## config.mk

```make
export PLATFORM = sky130hd
export DESIGN_NAME = err_status_unit
export DESIGN_NICKNAME = d
export VERILOG_FILES = /design/src/rtl/errstat_pkg.sv /design/src/rtl/err_detect.sv /design/src/rtl/err_accum.sv /design/src/rtl/err_entry.sv /design/src/rtl/err_irq_fsm.sv /design/src/rtl/err_status_unit.sv
export SDC_FILE = /design/constraint.sdc
export NUM_CORES = 1
export LEC_CHECK = 0
export ABC_AREA = 1
export BUFFER_PORTS_ARGS = -buffer_cell sky130_fd_sc_hd__buf_2
export CAP_MARGIN = 10
export CORE_MARGIN = 5
export CORE_UTILIZATION = 34
export CTS_BUF_LIST = sky130_fd_sc_hd__clkbuf_8
export DETAILED_ROUTE_END_ITERATION = 7
export MAX_ROUTING_LAYER = met4
export PLACE_DENSITY = 0.79
export SKIP_CTS_REPAIR_TIMING = 1
export SYNTH_ARGS = -nofsm -noshare
export SYNTH_HDL_FRONTEND = slang
export SYNTH_SLANG_ARGS = --single-unit
```

## constraint.sdc

```tcl
create_clock -name clk -period 0.8 [get_ports clk]
set_input_delay 0.04 -clock clk [delete_from_list [all_inputs] [get_ports clk]]
set_output_delay 0.04 -clock clk [all_outputs]
set_load 0.01 [all_outputs]
```

## src/rtl/errstat_pkg.sv

```systemverilog
package errstat_pkg;

    localparam int STAT_W = 8;

    localparam int B_TX_CKSUM  = 0;
    localparam int B_RX_CKSUM  = 1;
    localparam int B_TX_ACCEPT = 2;
    localparam int B_RX_ACCEPT = 3;
    localparam int B_TX_BADVEC = 5;
    localparam int B_RX_BADVEC = 6;
    localparam int B_BAD_ADDR  = 7;

    // bits of the status byte that carry an error; bit 4 is unused
    localparam logic [STAT_W-1:0] STAT_USED = 8'b1110_1111;

    typedef enum logic {
        ST_QUIET = 1'b0,
        ST_RAISE = 1'b1
    } irq_state_t;

endpackage

```

## src/rtl/err_detect.sv

```systemverilog
module err_detect
    import errstat_pkg::*;
#(
    parameter int VEC_W         = 8,
    parameter int ILLEGAL_LIMIT = 16
) (
    input  logic              tx_cksum_err,
    input  logic              rx_cksum_err,
    input  logic              tx_accept_err,
    input  logic              rx_accept_err,
    input  logic              tx_msg_valid,
    input  logic [VEC_W-1:0]  tx_msg_vec,
    input  logic              rx_msg_valid,
    input  logic [VEC_W-1:0]  rx_msg_vec,
    input  logic              bad_addr,
    input  logic              ent_wr,
    input  logic [VEC_W-1:0]  ent_vec,
    output logic [STAT_W-1:0] new_err,
    output logic              any_err
);
    localparam logic [VEC_W-1:0] LIMIT_V = VEC_W'(ILLEGAL_LIMIT);

    logic tx_bad, rx_bad, ent_bad;

    always_comb begin
        tx_bad  = tx_msg_valid && (tx_msg_vec < LIMIT_V);
        rx_bad  = rx_msg_valid && (rx_msg_vec < LIMIT_V);
        ent_bad = ent_wr && (ent_vec < LIMIT_V);

        new_err              = '0;
        new_err[B_TX_CKSUM]  = tx_cksum_err;
        new_err[B_RX_CKSUM]  = rx_cksum_err;
        new_err[B_TX_ACCEPT] = tx_accept_err;
        new_err[B_RX_ACCEPT] = rx_accept_err;
        new_err[B_TX_BADVEC] = tx_bad;
        new_err[B_RX_BADVEC] = rx_bad || ent_bad;
        new_err[B_BAD_ADDR]  = bad_addr;
        new_err              = new_err & STAT_USED;
        any_err              = |new_err;
    end
endmodule

```

## src/rtl/err_accum.sv

```systemverilog
module err_accum
    import errstat_pkg::*;
#(
    parameter int DATA_W = 32
) (
    input  logic              clk,
    input  logic              rst_n,
    input  logic [STAT_W-1:0] new_err,
    input  logic              stat_wr,
    output logic [DATA_W-1:0] status_rdata
);
    logic [STAT_W-1:0] acc_q;
    logic [STAT_W-1:0] stat_q;

    for (genvar i = 0; i < STAT_W; i++) begin : g_bit
        if (STAT_USED[i]) begin : g_live
            always_ff @(posedge clk) begin
                if (!rst_n) begin
                    acc_q[i]  <= 1'b0;
                    stat_q[i] <= 1'b0;
                end else if (stat_wr) begin
                    stat_q[i] <= acc_q[i];
                    acc_q[i]  <= new_err[i];
                end else begin
                    acc_q[i]  <= acc_q[i] | new_err[i];
                end
            end
        end else begin : g_tied
            assign acc_q[i]  = 1'b0;
            assign stat_q[i] = 1'b0;
        end
    end

    always_comb begin
        status_rdata               = '0;
        status_rdata[STAT_W-1:0]   = stat_q;
    end
endmodule

```

## src/rtl/err_entry.sv

```systemverilog
module err_entry #(
    parameter int DATA_W   = 32,
    parameter int VEC_W    = 8,
    parameter int MASK_POS = 16
) (
    input  logic              clk,
    input  logic              rst_n,
    input  logic              ent_wr,
    input  logic              wr_mask,
    input  logic [VEC_W-1:0]  wr_vec,
    output logic              mask_q,
    output logic              mask_next,
    output logic [VEC_W-1:0]  vec_q,
    output logic [DATA_W-1:0] entry_rdata
);
    always_ff @(posedge clk) begin
        if (!rst_n) begin
            mask_q <= 1'b1;
            vec_q  <= '0;
        end else if (ent_wr) begin
            mask_q <= wr_mask;
            vec_q  <= wr_vec;
        end
    end

    always_comb begin
        mask_next                = ent_wr ? wr_mask : mask_q;
        entry_rdata              = '0;
        entry_rdata[MASK_POS]    = mask_q;
        entry_rdata[VEC_W-1:0]   = vec_q;
    end
endmodule

```

## src/rtl/err_irq_fsm.sv

```systemverilog
module err_irq_fsm
    import errstat_pkg::*;
#(
    parameter int VEC_W = 8
) (
    input  logic             clk,
    input  logic             rst_n,
    input  logic             any_err,
    input  logic             mask_next,
    input  logic [VEC_W-1:0] vec_q,
    output logic             irq_req,
    output logic [VEC_W-1:0] irq_vec
);
    irq_state_t state_q, state_d;
    logic       fire;

    always_ff @(posedge clk) begin
        if (!rst_n) state_q <= ST_QUIET;
        else        state_q <= state_d;
    end

    always_comb begin
        fire    = any_err && !mask_next;
        state_d = state_q;
        unique case (state_q)
            ST_QUIET: if (fire)  state_d = ST_RAISE;   // fire
            ST_RAISE: if (!fire) state_d = ST_QUIET;   // settle (else refire)
            default:             state_d = ST_QUIET;
        endcase
    end

    always_comb begin
        irq_req = 1'b0;
        irq_vec = '0;
        unique case (state_q)
            ST_QUIET: ;
            ST_RAISE: begin
                irq_req = 1'b1;
                irq_vec = vec_q;
            end
            default: ;
        endcase
    end
endmodule

```

## src/rtl/err_status_unit.sv

```systemverilog
module err_status_unit
    import errstat_pkg::*;
#(
    parameter int DATA_W        = 32,
    parameter int VEC_W         = 8,
    parameter int MASK_POS      = 16,
    parameter int ILLEGAL_LIMIT = 16
) (
    input  logic              clk,
    input  logic              rst_n,
    input  logic              tx_cksum_err,
    input  logic              rx_cksum_err,
    input  logic              tx_accept_err,
    input  logic              rx_accept_err,
    input  logic              tx_msg_valid,
    input  logic [VEC_W-1:0]  tx_msg_vec,
    input  logic              rx_msg_valid,
    input  logic [VEC_W-1:0]  rx_msg_vec,
    input  logic              bad_addr,
    input  logic              reg_wr,
    input  logic              reg_sel,
    input  logic [DATA_W-1:0] reg_wdata,
    output logic [DATA_W-1:0] status_rdata,
    output logic [DATA_W-1:0] entry_rdata,
    output logic              irq_req,
    output logic [VEC_W-1:0]  irq_vec
);
    logic              stat_wr, ent_wr;
    logic [STAT_W-1:0] new_err;
    logic              any_err;
    logic              mask_q, mask_next;
    logic [VEC_W-1:0]  vec_q;
    logic              unused_wdata;

    assign stat_wr      = reg_wr && !reg_sel;
    assign ent_wr       = reg_wr && reg_sel;
    assign unused_wdata = ^reg_wdata;

    err_detect #(.VEC_W(VEC_W), .ILLEGAL_LIMIT(ILLEGAL_LIMIT)) u_detect (
        .tx_cksum_err (tx_cksum_err),
        .rx_cksum_err (rx_cksum_err),
        .tx_accept_err(tx_accept_err),
        .rx_accept_err(rx_accept_err),
        .tx_msg_valid (tx_msg_valid),
        .tx_msg_vec   (tx_msg_vec),
        .rx_msg_valid (rx_msg_valid),
        .rx_msg_vec   (rx_msg_vec),
        .bad_addr     (bad_addr),
        .ent_wr       (ent_wr),
        .ent_vec      (reg_wdata[VEC_W-1:0]),
        .new_err      (new_err),
        .any_err      (any_err)
    );

    err_accum #(.DATA_W(DATA_W)) u_accum (
        .clk         (clk),
        .rst_n       (rst_n),
        .new_err     (new_err),
        .stat_wr     (stat_wr),
        .status_rdata(status_rdata)
    );

    err_entry #(.DATA_W(DATA_W), .VEC_W(VEC_W), .MASK_POS(MASK_POS)) u_entry (
        .clk        (clk),
        .rst_n      (rst_n),
        .ent_wr     (ent_wr),
        .wr_mask    (reg_wdata[MASK_POS]),
        .wr_vec     (reg_wdata[VEC_W-1:0]),
        .mask_q     (mask_q),
        .mask_next  (mask_next),
        .vec_q      (vec_q),
        .entry_rdata(entry_rdata)
    );

    err_irq_fsm #(.VEC_W(VEC_W)) u_fsm (
        .clk      (clk),
        .rst_n    (rst_n),
        .any_err  (any_err),
        .mask_next(mask_next),
        .vec_q    (vec_q),
        .irq_req  (irq_req),
        .irq_vec  (irq_vec)
    );
endmodule

```

# Word-level counts from Yosys, hierarchy flattened

Cells that the tools add are included.

Register bits: 24
Bits in latches: 0
Bits in writable memories: 0
Bits in read-only memories: 0
Input port bits: 59
Output and inout bits: 73
Word-level logic and storage cells: 48
Memories kept: 0

Add/sub/neg operators: 0
Multiply operators: 0
Divide/modulo/power cells: 0
Order comparisons: 3
Equal/unequal tests: 0
Shift operators: 0
Multiplexer cells: 11
Bitwise gates (word level): 7
Reductions and logical operators: 10

Operators by type and width:

| cell                 | number |
|---|---|
| $lt A8 B5 Y1 const B | 3 |
| $mux W1              | 10 |
| $mux W8              | 1 |
| $or A1 B1 Y1         | 7 |
| $reduce_or A7 Y1     | 1 |
| $logic_and A1 B1 Y1  | 6 |
| $logic_not A1 Y1     | 2 |
| $logic_or A1 B1 Y1   | 1 |

# Longest topological paths before layout

Depth in word-level cells: 6
Depth in mapped cells: 7
Mapped depth without buffers: 7

# Modules after synthesis

Synthesis repeated with hierarchy kept, for this count alone.

Cell total of the unflattened synthesis: 226
Area, all modules: 1551.5 sq um

By module, submodules not included:

| module          | instances | cells an instance | area an instance (sq um) | sequential area each (sq um) |
|---|---|---|---|---|
| err_accum       | 1         | 85                | 665.6                    | 280.3 |
| err_entry       | 1         | 90                | 634.4                    | 180.2 |
| err_detect      | 1         | 27                | 141.4                    | 0.0 |
| err_irq_fsm     | 1         | 20                | 92.6                     | 20.0 |
| err_status_unit | 1         | 4                 | 17.5                     | 0.0 |

# Worst setup path before layout

No wires, ideal clock.

Kind: reg2out
Start point: register u_fsm.state_q
End point: output irq_vec[0]
Arrival: 0.750 ns
Required time: 0.760 ns
Slack: 0.010 ns
Cell stages (with the launch flop): 4
Path buffers: 1
Path through: dfxtp_1 clkbuf_1 nand2_1 inv_1

Longest elaborated chain between the ends: 1

RTL lines:

| element                | RTL line              | RTL |
|---|---|---|
| from (decl)            | err_irq_fsm.sv:14     | `irq_state_t state_q, state_d;` |
| from (signal assigned) | err_irq_fsm.sv:19     | `else state_q <= state_d;` |
| $mux W8                | err_irq_fsm.sv:35     | `unique case (state_q)` |
| to (decl)              | err_status_unit.sv:26 | `output logic [VEC_W-1:0] irq_vec` |

No other way between the ends.

# Final worst setup path

Start point: register u_fsm.state_q
End point: output irq_vec[3]

Same word-level chain as after synthesis.

==> results.py <==
metrics = {
    "floorplanning": {
        "die_height_um": 73.0,
        "coreArea_mm2": 0.00391,
        "pin_count": 132,
        "start_util_pct": 34.5,
        "row_count": 23,
        "die_w_um": 73.0,
        "dieArea_mm2": 0.00533,
    },
    "placement": {
        "place_hpwl_mm": 2.31,
        "dp_cells": 283,
        "numPortBuffers": 52,
        "routabilityCongestion": 0.770,
    },
    "timing": {
        "rsz0062_at_grt": "yes",
        "setup_violations": 9,
        "fmax_mhz": 1060,
        "fin_crit_ns": 0.940,
        "drv_slew": 0,
        "hold_violations": 1,
        "fin_crit_sh_pct": 117,
        "skew_ns": 0.000411,
        "holdWs_ns": -0.00437,
        "fin_ws_ns": -0.140,
    },
    "setup_path": {
        "cp_data_required_time_ns": 0.76,
        "startpoint_type": "flop",
        "cp-end-kind": "output pin",
        "reg2regPathDepth": 3,
        "r2r_start": "u_entry.vec_q[5]$_SDFFE_PN0P_",
        "reg2reg_slack_ns": 0.09,
        "critPathKind": "flop to output pin",
        "r2r-end": "u_entry.vec_q[5]$_SDFFE_PN0P_",
        "cp_max_fo": 9,
        "arrival_ns": 0.90,
    },
    "global_routing": {
        "grt_use_total_pct": 10.4,
        "grt_antenna_before_repair": 0,
        "first_global_vias": 951,
        "grt-ovfl-total": 0,
        "grt_max_degree": 19,
        "grt_pass1_wl_mm": 4.17,
    },
    "logic_synthesis": {
        "netlist_area_mm2": 0.00135,
        "ys_seq_area_share_pct": 35.6,
        "ys_types": 19,
        "avgSynthCellArea_um2": 7.38,
        "ys_ff_latch": 24,
        "syn_inst": 183,
        "yosys_warnings": 0,
    },
    "power": {
        "max-vdd-ir-drop_mv": 1.07,
        "p_per_area_mw_per_mm2": 1620,
        "p_leak_nw": 0.951,
    },
    "clock_tree": {
        "clk-insertion-delay-late_ns": 0.26,
        "clock-sinks": 24,
        "cts_buffer_depth": 2,
        "path_clk_slew_ns": 0.08,
        "cts_buffers": 3,
        "root_buffer": "clkbuf_8",
        "htreeDepth": 1,
        "tritoncts": "done",
    },
    "detailed_routing": {
        "antenna_left": 0,
        "drc": 0,
        "wl_per_cell_um": 9.95,
        "routed_via_density": 3.80,
        "dr.pass1.iters": 4,
        "totalWireLength_mm": 2.88,
        "drt-initial-drc-count": 18,
        "via_count": 1097,
    },
    "final_layout": {
        "layout.nets": 299,
        "final_cells": 289,
        "layout_commonest_cell": "conb_1",
        "final_core_util_pct": 42.6,
        "drive_gt1_share_pct": 38.1,
        "layout_common_cells": "48 x conb_1, 38 x buf_2, 34 x nor2_1",
        "antennaDiodeCount": 0,
        "areaGrowthSynthToFinish_pct": 23.2,
    },
    "hold_path": {
        "hold_path.class": "input port to flop",
        "holdPathEnd": "u_accum.acc_q[1]$_SDFF_PN0_",
        "min_path_cells": 3,
        "min_from": "rx_cksum_err",
    },
    "run_status": {
        "violations": "negative hold slack, negative setup slack",
        "status": "complete, but fails checks",
    },
    "job": {
        "maxCapViolCount": 0,
    },
}
## sequential cells by signal (all words and copies together) (netlist names)
| signal | flops |
|---|---|
| u_fsm.state_q | 1 |
| u_entry.vec_q | 8 |
| u_accum.acc_q | 7 |
| u_accum.status_rdata | 7 |
| u_entry.mask_q | 1 |
## metal layers
metal / GRT usage, % / vias up / routed length (um) / share of wire, %
li1: - / 574 / - / -
met5: - / - / 0 / 0
met2: 19.4 / 57 / 1500 / 52
met1: 10.2 / 464 / 1010 / 35
met4: 1.84 / 0 / 10 / 0.35
met3: 3.86 / 2 / 353 / 12
## cells by family (layout without fill, tap and decap cells)
family	Yosys count	after routing	synth area share [%]
flops	24	24	35.6
simple gates	69	69	22.6
compound gates	21	21	7.78
other cells	1	48	0.278
buf+inv	68	77	33.8
## worst max-delay path by stage
stage	startpoint	endpoint	slack (ns)	cells after the start
floorplan	u_fsm.state_q$_SDFF_PN0_	irq_vec[0]	0.01	3
global placement	u_fsm.state_q$_SDFF_PN0_	irq_vec[2]	-0.02	3
detailed placement	u_fsm.state_q$_SDFF_PN0_	irq_vec[1]	-0.02	3
CTS	u_fsm.state_q$_SDFF_PN0_	irq_vec[1]	-0.33	3
global route	u_fsm.state_q$_SDFF_PN0_	irq_vec[1]	-0.21	3
finish	u_fsm.state_q$_SDFF_PN0_	irq_vec[3]	-0.14	3
## stage by stage
step                      power [W]  setup TNS (ns)  cell area [um2]  hold WS [ns]  setup slack [ns]
after global placement      0.00181         -0.0574             1480         0.261           -0.0166
after global routing        0.00287           -1.78             1670        0.0112            -0.213
after floorplan             0.00182               0             1530         0.157           0.00997
after CTS                   0.00264           -2.90             1540      -0.00761            -0.326
final                       0.00269           -1.15             1670      -0.00437            -0.140
after detailed placement    0.00182          -0.109             1480         0.270           -0.0227
## power by group
group / internal (W) / switching, W
Combinational: 0.000220 / 0.000308
Sequential: 0.00128 / 0.0000625
Clock: 0.000439 / 0.000383
## synthesized netlist by cell type (all sizes together)
| library cell | n | area share, % |
|---|---|---|
| buf | 51 | 29 |
| nor2 | 43 | 14 |
| dfxtp | 24 | 36 |
| nand2 | 21 | 6.4 |
| inv | 16 | 4.8 |
| o21ai | 15 | 5.6 |
| a21oi | 6 | 2.2 |
| nand3 | 5 | 2.2 |
| clkbuf | 1 | 0.28 |
| conb | 1 | 0.28 |
## worst max-delay path, stage by stage, from the launching register on
cell,delay [ns]
dfxtp_4,0.41
nand2_1,0.06
inv_1,0.04
buf_2,0.12
## layout make-up
type	instances	area [um2]
fillers	422	2250
multi-input cells	138	591
flip-flops and latches	24	504
repair buffers	57	388
clock buffers	4	55.1
inverters	16	65.1
well taps	50	62.6
(Power assumes the default switching activity.)
